[config.mk]
export PLATFORM = sky130hd
export DESIGN_NAME = acc_core
export DESIGN_NICKNAME = d
export VERILOG_FILES = /design/src/rtl/acc_pkg.sv /design/src/rtl/acc_alu.sv /design/src/rtl/acc_dpu.sv /design/src/rtl/acc_pcu.sv /design/src/rtl/acc_core.sv
export SDC_FILE = /design/constraint.sdc
export NUM_CORES = 1
export LEC_CHECK = 0
export BUFFER_PORTS_ARGS = -buffer_cell sky130_fd_sc_hd__buf_2
export CAP_MARGIN = 20
export CORE_MARGIN = 3
export CORE_UTILIZATION = 45
export CTS_CLUSTER_DIAMETER = 200
export DETAILED_ROUTE_END_ITERATION = 10
export PLACE_DENSITY = 0.77
export SKIP_LAST_GASP = 1
export SLEW_MARGIN = 25
export SYNTH_ARGS = -nofsm -noshare
export SYNTH_HDL_FRONTEND = slang
export SYNTH_HIERARCHICAL = 1
export SYNTH_SLANG_ARGS = --single-unit
[constraint.sdc]
create_clock -name clk -period 4.7 [get_ports clk]
set_input_delay 0.94 -clock clk [delete_from_list [all_inputs] [get_ports clk]]
set_output_delay 0.94 -clock clk [all_outputs]
set_load 0.02 [all_outputs]
[src/rtl/acc_pkg.sv]
package acc_pkg;
   localparam int OPC_W = 4;

   typedef enum logic [OPC_W-1:0] {
      OP_HALT  = 4'd0,
      OP_LD    = 4'd1,
      OP_ST    = 4'd2,
      OP_MOVDA = 4'd3,
      OP_MOVAD = 4'd4,
      OP_ADD   = 4'd5,
      OP_SUB   = 4'd6,
      OP_AND   = 4'd7,
      OP_NOT   = 4'd8,
      OP_BRA   = 4'd9,
      OP_BZ    = 4'd10
   } opcode_e;
endpackage

[src/rtl/acc_alu.sv]
module acc_alu
   import acc_pkg::*;
#(
   parameter int W = 16
) (
   input  opcode_e        op,
   input  logic [W-1:0]   a,
   input  logic [W-1:0]   d,
   output logic [W-1:0]   y
);
   always_comb begin
      case (op)
         OP_ADD:  y = a + d;
         OP_SUB:  y = a - d;
         OP_AND:  y = a & d;
         OP_NOT:  y = ~a;
         default: y = a;
      endcase
   end
endmodule

[src/rtl/acc_dpu.sv]
module acc_dpu
   import acc_pkg::*;
#(
   parameter int W = 16
) (
   input  logic          clk,
   input  logic          rst,
   input  logic          en,
   input  opcode_e       op,
   input  logic [W-1:0]  rdata,
   output logic [W-1:0]  ac,
   output logic [W-1:0]  dr
);
   logic [W-1:0] alu_y;

   acc_alu #(.W(W)) u_alu (
      .op (op),
      .a  (ac),
      .d  (dr),
      .y  (alu_y)
   );

   always_ff @(posedge clk) begin
      if (rst) begin
         ac <= '0;
         dr <= '0;
      end else if (en) begin
         case (op)
            OP_LD:                         ac <= rdata;
            OP_MOVDA:                      dr <= ac;
            OP_MOVAD:                      ac <= dr;
            OP_ADD, OP_SUB, OP_AND, OP_NOT: ac <= alu_y;
            default: ;
         endcase
      end
   end
endmodule

[src/rtl/acc_pcu.sv]
module acc_pcu
   import acc_pkg::*;
#(
   parameter int ADDR_W  = 12,
   parameter int WORD_W  = 16,
   parameter bit OVERLAP = 1'b0
) (
   input  logic              clk,
   input  logic              rst,
   input  logic [WORD_W-1:0] rdata,
   input  logic              ex_mem,
   input  logic              br_take,
   input  logic              ex_halt,
   output logic [ADDR_W-1:0] pc,
   output opcode_e           ir,
   output logic [ADDR_W-1:0] ar,
   output logic              ir_valid,
   output logic              halted
);
   logic hold;
   logic fetch_en;

   generate
      if (OVERLAP == 1'b0) begin : g_seq
         assign hold = ir_valid;
      end else begin : g_ovl
         assign hold = ir_valid & (ex_mem | br_take | ex_halt);
      end
   endgenerate

   assign fetch_en = ~halted & ~hold;

   always_ff @(posedge clk) begin
      if (rst) begin
         pc       <= '0;
         ir       <= OP_HALT;
         ar       <= '0;
         ir_valid <= 1'b0;
         halted   <= 1'b0;
      end else begin
         if (ir_valid && ex_halt) halted <= 1'b1;
         if (fetch_en) begin
            ir       <= opcode_e'(rdata[WORD_W-1 -: OPC_W]);
            ar       <= rdata[ADDR_W-1:0];
            pc       <= pc + 1'b1;
            ir_valid <= 1'b1;
         end else begin
            ir_valid <= 1'b0;
            if (br_take) pc <= ar;
         end
      end
   end
endmodule

[src/rtl/acc_core.sv]
module acc_core
   import acc_pkg::*;
#(
   parameter int ADDR_W  = 12,
   parameter int WORD_W  = OPC_W + ADDR_W,
   parameter bit OVERLAP = 1'b0
) (
   input  logic              clk,
   input  logic              rst,
   output logic [ADDR_W-1:0] mem_addr,
   output logic [WORD_W-1:0] mem_wdata,
   input  logic [WORD_W-1:0] mem_rdata,
   output logic              mem_we,
   output logic [ADDR_W-1:0] pc_o,
   output logic [WORD_W-1:0] ac_o,
   output logic              halted
);
   generate
      if (WORD_W != OPC_W + ADDR_W) begin : g_bad_width
         $error("acc_core: WORD_W must equal opcode width plus ADDR_W");
      end
      if (ADDR_W < 2) begin : g_bad_addr
         $error("acc_core: ADDR_W must be at least 2");
      end
   endgenerate

   opcode_e           ir_op;
   logic [ADDR_W-1:0] ar_q;
   logic [ADDR_W-1:0] pc_q;
   logic              ir_valid;
   logic              halted_q;
   logic [WORD_W-1:0] ac_q;
   logic [WORD_W-1:0] dr_q;
   logic              ex_ldst;
   logic              ac_zero;
   logic              br_take;

   assign ex_ldst = ir_valid && (ir_op == OP_LD || ir_op == OP_ST);
   assign ac_zero = (ac_q == '0);
   assign br_take = ir_valid && (ir_op == OP_BRA || (ir_op == OP_BZ && ac_zero));

   acc_pcu #(.ADDR_W(ADDR_W), .WORD_W(WORD_W), .OVERLAP(OVERLAP)) u_pcu (
      .clk      (clk),
      .rst      (rst),
      .rdata    (mem_rdata),
      .ex_mem   (ex_ldst),
      .br_take  (br_take),
      .ex_halt  (ir_op == OP_HALT),
      .pc       (pc_q),
      .ir       (ir_op),
      .ar       (ar_q),
      .ir_valid (ir_valid),
      .halted   (halted_q)
   );

   acc_dpu #(.W(WORD_W)) u_dpu (
      .clk   (clk),
      .rst   (rst),
      .en    (ir_valid),
      .op    (ir_op),
      .rdata (mem_rdata),
      .ac    (ac_q),
      .dr    (dr_q)
   );

   assign mem_addr  = ex_ldst ? ar_q : pc_q;
   assign mem_wdata = ac_q;
   assign mem_we    = ir_valid && (ir_op == OP_ST);
   assign pc_o      = pc_q;
   assign ac_o      = ac_q;
   assign halted    = halted_q;
endmodule

== Word-level counts from Yosys, hierarchy flattened ==
Index checks and enable logic that the tools add are counted.
Storage, ports and cells
  output and inout bits: 58
  register bits: 62
  input port bits: 18
  logic and storage cells: 46
Operators by class
  multiplexer cells: 6
  reduce and logical (&&, ||, !) cells: 14
  bitwise logic cells: 5
  $add $sub $neg: 3
  equality and inequality tests: 11
Operators with widths (number)
  case mux 16 bit (4 select lines): 1
  case mux 16 bit (3 select lines): 1
  two-way mux 12 bit: 3
  adder 16 bit: 1
  AND 16 bit: 1
  equality test 4 x 3 -> 1 bit (second input constant): 4
  zero test 16 bit: 1
  inverter 16 bit: 1
  subtractor 16 bit: 1
  adder 12 x 1 -> 12 bit (second input constant): 1
  equality test 4 bit (second input constant): 3
  equality test 4 x 2 -> 1 bit (second input constant): 2
  logical AND 1 bit: 5
  != test 5 x 1 -> 1 bit (second input constant): 1
  equality test 4 x 1 -> 1 bit (second input constant): 1
  zero test 4 bit: 1
  OR reduction 4 bit: 1
  AND reduction 3 bit: 1
  nonzero test 3 bit: 1
  logical OR 1 bit: 2
  inverter 1 bit: 2
  AND reduction 2 bit: 1
  nonzero test 2 bit: 1
  AND 1 bit: 1
  two-way mux 1 bit: 1

== Longest topological paths before layout ==
Gate-level depths: netlist of run 1.
  depth after elaboration: 6
  gate-level depth with buffers: 17
  mapped depth without buffers: 16

== Modules after synthesis ==
The synthesis of run 1 kept the hierarchy.
Modules (own cells, without submodules)
  acc_dpu: cells each 207, seq. area each 640.6 um^2, area each 1754.2 um^2, times used 1
  acc_alu: cells each 244, seq. area each 0.0 um^2, area each 1634.1 um^2, times used 1
  acc_pcu: cells each 159, seq. area each 600.6 um^2, area each 1291.2 um^2, times used 1
  acc_core: cells each 44, seq. area each 0.0 um^2, area each 405.4 um^2, times used 1

== Worst setup path before layout of run 1 ==
Ideal clock, no wire load.
  path kind: flip-flop to flip-flop
  from: register u_pcu.ir[0]
  to: register u_dpu.ac[15]
  cell stages (with the launch flop): 17
  path slack: 1304 ps
  clock period less this slack: 3396 ps
  data arrival time: 3279 ps
  setup time: 117 ps
  required time: 4583 ps
  buffers on the path: 2
  path through: dfxtp_1 -> buf_2 -> nand2b_4 -> or2_1 -> clkbuf_1 -> o41ai_1 -> xor2_1 -> ha_1 -> a21oi_1 -> o21ai_0 -> a31oi_1 -> o31ai_2 -> xnor2_1 -> o221ai_2 -> nor3b_1 -> o21bai_1 -> a32o_1
Between the ends
  elaborated cells between the ends (all ways): 12
  those cells by class: eq/ne: 7; mux: 2; reduce/logical: 3
RTL lines
  start, declared: line acc_pcu.sv:15  | output opcode_e ir,
  start signal, assigned: line acc_pcu.sv:43  | ir <= opcode_e'(rdata[WORD_W-1 -: OPC_W]);
  equality test 4 bit or equality test 4 x 3 -> 1 bit (tied branches): line acc_alu.sv:12  | case (op)
  case mux 16 bit (4 select lines) (*): line acc_alu.sv:12
  named net u_dpu.alu_y[15]: line acc_dpu.sv:14  | logic [W-1:0] alu_y;
  case mux 16 bit (3 select lines) (*): line acc_dpu.sv:28  | case (op)
  end signal, assigned: line acc_dpu.sv:29  | OP_LD: ac <= rdata;
  end signal, assigned: line acc_dpu.sv:31  | OP_MOVAD: ac <= dr;
  end signal, assigned: line acc_dpu.sv:32  | OP_ADD, OP_SUB, OP_AND, OP_NOT: ac <= alu_y;
  end, declared: line acc_dpu.sv:11  | output logic [W-1:0] ac,
Mark *: on every way through the listed nets, which the timed path passes. The rest lies on a longest branch.
A chain may end at the register's enable or synchronous reset.

== Final worst setup path of run 1 ==
  from: register u_pcu.ir[3]
  to: register u_dpu.ac[9]
Same word-level chain as after synthesis.

==> out/results.tsv, run 1 <==
stage	metric	value	unit
sta	slew_viol_final	0	
setup_path	slowest_stage	o41ai_2	
pwr	p_leak	2.37	nW
floorplanning	num_rows	38	
sta	max-slew-margin-rel	37.4	%
floorplanning	core_area	10900	sq um
synth	synth_area	5080	sq um
cts	cts_max_level	3	
synth	synthesis.nets	690	
sta	tightest_slew	0.940	ns
synth	avgSynthCellArea	7.78	sq um
cts	cts_hold_buf	0	
cts	cts_tree	built	
cts	cts_buffers	9	
sta	fin_crit_sh	77.2	%
cts	clockRootBuffer	clkbuf_16	
detailed_routing	wl_per_cell	18.3	um
cts	post_cts_buffers	0	
setup_path	startpoint_type	register	
synth	yosys_warnings	6	
global_routing	grt_antenna_before_repair	0	
cts	clockBufferDepth	2	
hold_path	hold_start	u_pcu/ar[5]$_SDFFE_PP0P_	
global_routing	grt_max_degree	49	
setup_path	crit_start	u_pcu/ir[3]$_SDFFE_PP0P_	
global_routing	overflow	0	
global_routing	first_global_vias	4770	
placed_design	routabilityCongestion	0.917	
run	drv_cap	0	
detailed_routing	vias_per_cell	6.21	
setup_path	path_max_fanout	7	
pwr	power.total	0.00196	W
finish	diodes	0	
setup_path	worst_r2r_path_depth	15	
detailed_routing	drtAntennaViolNets	0	
detailed_routing	wirelength	15100	um
finish	final_cells	827	
sta	finalHoldViolCount	0	
finish	nets	722	
detailed_routing	dr.first_iter.drc_count	546	
floorplanning	dieArea	12600	sq um
floorplanning	io_pins	76	
sta	period_minus_slack	3.63	ns
pwr	p_per_area	350	nW/um^2
sta	fin_setup_tns	0	ns
setup_path	max_stage_delay	0.49	ns
sta	fmax	276	MHz
setup_path	cp.required	4.92	ns
hold_path	min_path_type	reg -> reg	
setup_path	arrival	3.85	ns
cts	clk_pin_slew	0.05	ns
outcome	status	finished clean	
cts	clock-sinks	62	
sta	grt_setup_unrepaired	no	
setup_path	worst-setup-path-type	reg -> reg	
placed_design	dp_hpwl	10400	um
pwr	peakVddDrop	250	uV
floorplanning	die_x	112	um
detailed_routing	via_count	5133	
placed_design	port-buffer-count	75	
cts	cts_resized	0	
sta	finClkSkew	0.00345	ns
finish	layout-drive-gt1-share	18.6	%
finish	area_growth	10.1	%
placed_design	dp_cells	814	
detailed_routing	drtPass1Iterations	5	
global_routing	track_usage	23.1	%
sta	finalSetupViolations	0	
setup_path	cp_cell_sequence	nand2b_1 -> or2_1 -> nor2_1 -> a21o_1 -> inv_2 -> ha_1 -> nand3b_1 -> a21oi_1 -> o41ai_2 -> o21ai_1 -> xnor2_1 -> o221ai_1 -> nor3b_1 -> o21bai_1 -> a32o_1	
cts	insertion_delay	0.33	ns
detailed_routing	drc_errors	0	
synth	synthCells	653	
hold_path	hold_depth	2	
setup_path	regToRegStartpoint	u_pcu/ir[3]$_SDFFE_PP0P_	
floorplanning	start_util	46.5	%
setup_path	cp-end-kind	register	
sta	hold_slack	0.473	ns
floorplanning	die_h	112	um
global_routing	grt_pass1_wl	24000	um
report_power, final:
group	leakage [nW]	total (W)	internal [W]	switching, W
sequential	0.505	0.000619	0.000561	0.0000579
combinational	1.71	0.000671	0.000246	0.000426
clock	0.147	0.000667	0.000444	0.000223
through the flow:
stage	utilization (%)	cell area (sq um)	setup slack, ns
4_1_cts	51.2	5600	1.16
6_report	51.2	5600	1.07
3_5_place_dp	48.5	5300	1.18
5_1_grt	51.2	5600	0.846
3_3_place_gp	48.4	5300	1.21
2_1_floorplan	-	5080	1.30
worst paths after layout:
| check | endpoint | slack [ns] |
|---|---|---|
| min reg2reg | u_pcu/ar[5]$_SDFFE_PP0P_ | 0.47 |
| max reg2reg | u_dpu/ac[9]$_SDFFE_PP0P_ | 1.07 |
| min | u_pcu/ar[5]$_SDFFE_PP0P_ | 0.47 |
| max | u_dpu/ac[9]$_SDFFE_PP0P_ | 1.07 |
state kept, by name (all words and copies together) (netlist names):
signal and cells:
u_dpu/ac 16, u_pcu/ir_valid 1, u_pcu/ir 4, u_pcu/halted 1
u_dpu/dr 16, u_pcu/ar 12, u_pcu/pc 12
layout by cell type (no fill, tap or decap), types with 13 or more instances in the layout:
master,n
o221ai_1,13
dfxtp_1,62
buf_2,75
nand2_1,102
nor3b_1,18
mux2i_1,21
inv_1,13
nor2_1,53
ha_1,18
a21boi_0,13
a32o_1,16
a21oi_1,45
o21bai_1,18
xnor2_1,15
o21ai_0,22
nand3_1,25
final cells by class:
class                   count  area (sq um)
fillers                  1029          5340
multi-input cells         519          3430
flip-flops and latches     62          1240
repair buffers             79           405
clock buffers              12           267
well taps                 140           175
inverters                  14          52.6
clock inverters             1          30.0
layer usage:
layer | wire length (um) | part of all wire, % | GRT usage [%]
met1 | 6300 | 42 | 30.0
met5 | 0 | 0 | 0
met2 | 7280 | 48 | 39.1
met3 | 1010 | 6.7 | 3.29
met4 | 510 | 3.4 | 8.65
worst max-delay path, delay by kind of cell (launching register included):
kind,cells,cell delay (ns)
XOR/XNOR,1,0.33
adder cells (fa/ha/maj),1,0.26
AO/OA/AOI/OAI,7,1.42
AND/OR/NAND/NOR,5,1.17
flip-flops,1,0.30
buffers and inverters,1,0.04
Power figures use the tool's default switching activity.
==> run 2: changes to the inputs <==
==> constraint.sdc (replaced) <==
create_clock -name clk -period 3.6 [get_ports clk]
set_input_delay 0.72 -clock clk [delete_from_list [all_inputs] [get_ports clk]]
set_output_delay 0.72 -clock clk [all_outputs]
set_load 0.02 [all_outputs]
==> run 2 against run 1 <==
- clock-buffer cell count is 3 lower
- combinational power is 39% higher
- clock skew is 0.0021 ns higher
- routed wire length is 5.3% higher
- via count is 2.3% higher
- critical path type unchanged
- critical endpoint is now u_dpu/ac[12]$_SDFFE_PP0P_
- largest cell class unchanged
==> out/results.tsv, run 2 (synthesis gave the netlist of run 1 again) <==
stage	metric	value	unit	change
pwr	p_leak	2.49	nW	was 2.37 nW
detailed_routing	wirelength	15900	um	was 15,100 um
floorplanning	die_h	112	um	unchanged
floorplanning	start_util	46.5	%	unchanged
placed_design	routabilityCongestion	0.940		was 0.917
cts	cts_hold_buf	0		unchanged
global_routing	first_global_vias	4931		was 4,770
floorplanning	die_x	112	um	unchanged
finish	diodes	0		unchanged
cts	clock-sinks	62		unchanged
detailed_routing	dr.first_iter.drc_count	612		was 546
hold_path	hold_start	u_pcu/ar[5]$_SDFFE_PP0P_		unchanged
finish	nets	736		was 722
sta	worst_slack	0.124	ns	was 1.07 ns
sta	fmax	288	MHz	was 276 MHz
detailed_routing	drtAntennaViolNets	0		unchanged
cts	cts_max_level	3		unchanged
finish	final_cells	844		was 827
setup_path	cp-end-kind	register		unchanged
finish	final_core_util	53.6	%	was 51.2%
pwr	peakVddDrop	212	uV	was 250 uV
global_routing	grt_max_degree	47		was 49
setup_path	arrival	3.70	ns	was 3.85 ns
placed_design	dp_cells	823		was 814
detailed_routing	wl_per_cell	18.8	um	was 18.3 um
pwr	p_per_area	481	nW/um^2	was 350 nW/um^2
finish	area_growth	15.4	%	was 10.1%
floorplanning	io_pins	76		unchanged
cts	clockRootBuffer	clkbuf_16		unchanged
detailed_routing	vias_per_cell	6.22		was 6.21
sta	period_minus_slack	3.48	ns	was 3.63 ns
placed_design	port-buffer-count	75		unchanged
cts	cts_buffers	9		unchanged
floorplanning	num_rows	38		unchanged
setup_path	regToRegStartpoint	u_pcu/ir[3]$_SDFFE_PP0P_		unchanged
setup_path	path_max_fanout	7		unchanged
detailed_routing	via_count	5253		was 5,133
finish	final_common_cell	nand2_1		unchanged
global_routing	overflow	0		unchanged
sta	slew_viol_final	0		unchanged
sta	finalHoldViolCount	0		unchanged
sta	fin_setup_tns	0	ns	unchanged
global_routing	grt_pass1_wl	25300	um	was 24,000 um
setup_path	worst-setup-path-type	reg -> reg		unchanged
setup_path	rrSetupSlack	0.12	ns	was 1.07 ns
setup_path	startpoint_type	register		unchanged
sta	finalSetupViolations	0		unchanged
hold_path	hold_depth	2		unchanged
cts	insertion_delay	0.33	ns	about the same
detailed_routing	drc_errors	0		unchanged
setup_path	worst_r2r_path_depth	13		was 15
pwr	power.total	0.00282	W	was 0.00196 W
sta	tightest_slew	0.959	ns	was 0.940 ns
hold_path	min_path_type	reg -> reg		unchanged
placed_design	pre_cts_ws	0.0770	ns	was 1.18 ns
cts	clk_pin_slew	0.06	ns	was 0.05 ns
sta	fin_crit_sh	96.5	%	was 77.2%
sta	finClkSkew	0.00556	ns	was 0.00345 ns
floorplanning	dieArea	12600	sq um	unchanged
setup_path	reg2reg_to	u_dpu/ac[12]$_SDFFE_PP0P_		was u_dpu/ac[9]$_SDFFE_PP0P_
outcome	status	finished clean		unchanged
sta	grt_setup_unrepaired	yes		was no
floorplanning	core_area	10900	sq um	unchanged
finish	layout-drive-gt1-share	22.9	%	was 18.6%
cts	cts_tree	built		unchanged
global_routing	track_usage	24.4	%	was 23.1%
finish	largest_registers	u_dpu/ac (16), u_dpu/dr (16)		unchanged
sta	max-slew-margin-rel	35.9	%	was 37.4%
detailed_routing	drtPass1Iterations	8		was 5
run	drv_cap	0		unchanged
hold_path	hold_end	u_pcu/ar[5]$_SDFFE_PP0P_		unchanged
cts	clockBufferDepth	2		unchanged
global_routing	grt_antenna_before_repair	0		unchanged
finish	final_cell_mix	nand2_1 (102), buf_2 (75), dfxtp_1 (60)		was nand2_1 (102), buf_2 (75), dfxtp_1 (62)
placed_design	dp_hpwl	10800	um	was 10,400 um
setup_path	cp.required	3.83	ns	was 4.92 ns
-- run 2: cell types whose count changed in the layout (fill, tap and decap cells not counted), moves of 2 or more --
cell / delta
a21oi_2: +2
bufinv_16: +3
nor3b_1: -2
nor3b_2: +2
ha_1: -3
dfxtp_1: -2
a21oi_1: -3
buf_4: +14
clkbuf_8: -3
ha_2: +2
dfxtp_2: +2
-- run 2: routing by layer --
layer  share of wire (%)  up-vias  global-route usage (%)
li1                    -     2436                       -
met1                  42     2482                    32.0
met2                  47      280                    40.3
met3                 7.4       55                    4.20
met4                 3.2        0                    8.81
met5                   0        -                       0
-- run 2: what timing repair did --
action,in CTS,in global routing
resized for setup,0,21
endpoints found under the setup margin,0,6
setup buffers,0,5
-- run 2: worst max-delay path by stage --
stage / start / to / slack (ns) / depth (start not counted)
CTS: u_dpu/dr[1]$_SDFFE_PP0P_ / u_dpu/ac[15]$_SDFFE_PP0P_ / 0.05 / 15
detailed placement: u_dpu/dr[1]$_SDFFE_PP0P_ / u_dpu/ac[15]$_SDFFE_PP0P_ / 0.08 / 15
finish: u_pcu/ir[3]$_SDFFE_PP0P_ / u_dpu/ac[12]$_SDFFE_PP0P_ / 0.12 / 13
global placement: u_dpu/dr[1]$_SDFFE_PP0P_ / u_dpu/ac[15]$_SDFFE_PP0P_ / 0.10 / 15
global route: u_dpu/dr[1]$_SDFFE_PP0P_ / u_dpu/ac[15]$_SDFFE_PP0P_ / -0.06 / 15
floorplan: u_pcu/ir[0]$_SDFFE_PP0P_ / u_dpu/ac[15]$_SDFFE_PP0P_ / 0.20 / 16
-- run 2: layout make-up --
type	instances	area (sq um)
multi-input cells	519	3510
inverters	14	52.6
repair buffers	93	510
clock inverters	7	145
clock buffers	9	225
fillers	1017	5070
flip-flops and latches	62	1240
well taps	140	175
-- run 2: power breakdown --
| group | internal [W] | leakage (nW) | switching [W] |
|---|---|---|---|
| clock | 0.000750 | 0.176 | 0.000340 |
| sequential | 0.000732 | 0.506 | 0.0000644 |
| combinational | 0.000349 | 1.80 | 0.000585 |
| total | 0.00183 | 2.49 | 0.000989 |
-- run 2: worst max-delay path, cell delays in order, from the launching register on --
cell	delay [ns]
dfxtp_1	0.31
nand2b_2	0.25
or2_4	0.32
a21o_1	0.23
fa_1	0.44
nor2b_1	0.19
o2111ai_1	0.20
a21oi_1	0.32
o21ai_1	0.17
mux2i_1	0.22
o221ai_1	0.15
nor3b_1	0.24
o21bai_1	0.10
a32o_1	0.24
-- run 2: through the flow --
| stage | hold slack, ns | cell area [sq um] |
|---|---|---|
| after floorplan | 0.447 | 5080 |
| after global placement | 0.463 | 5370 |
| after detailed placement | 0.466 | 5370 |
| after CTS | 0.474 | 5740 |
| after global routing | 0.498 | 5860 |
| final | 0.477 | 5860 |
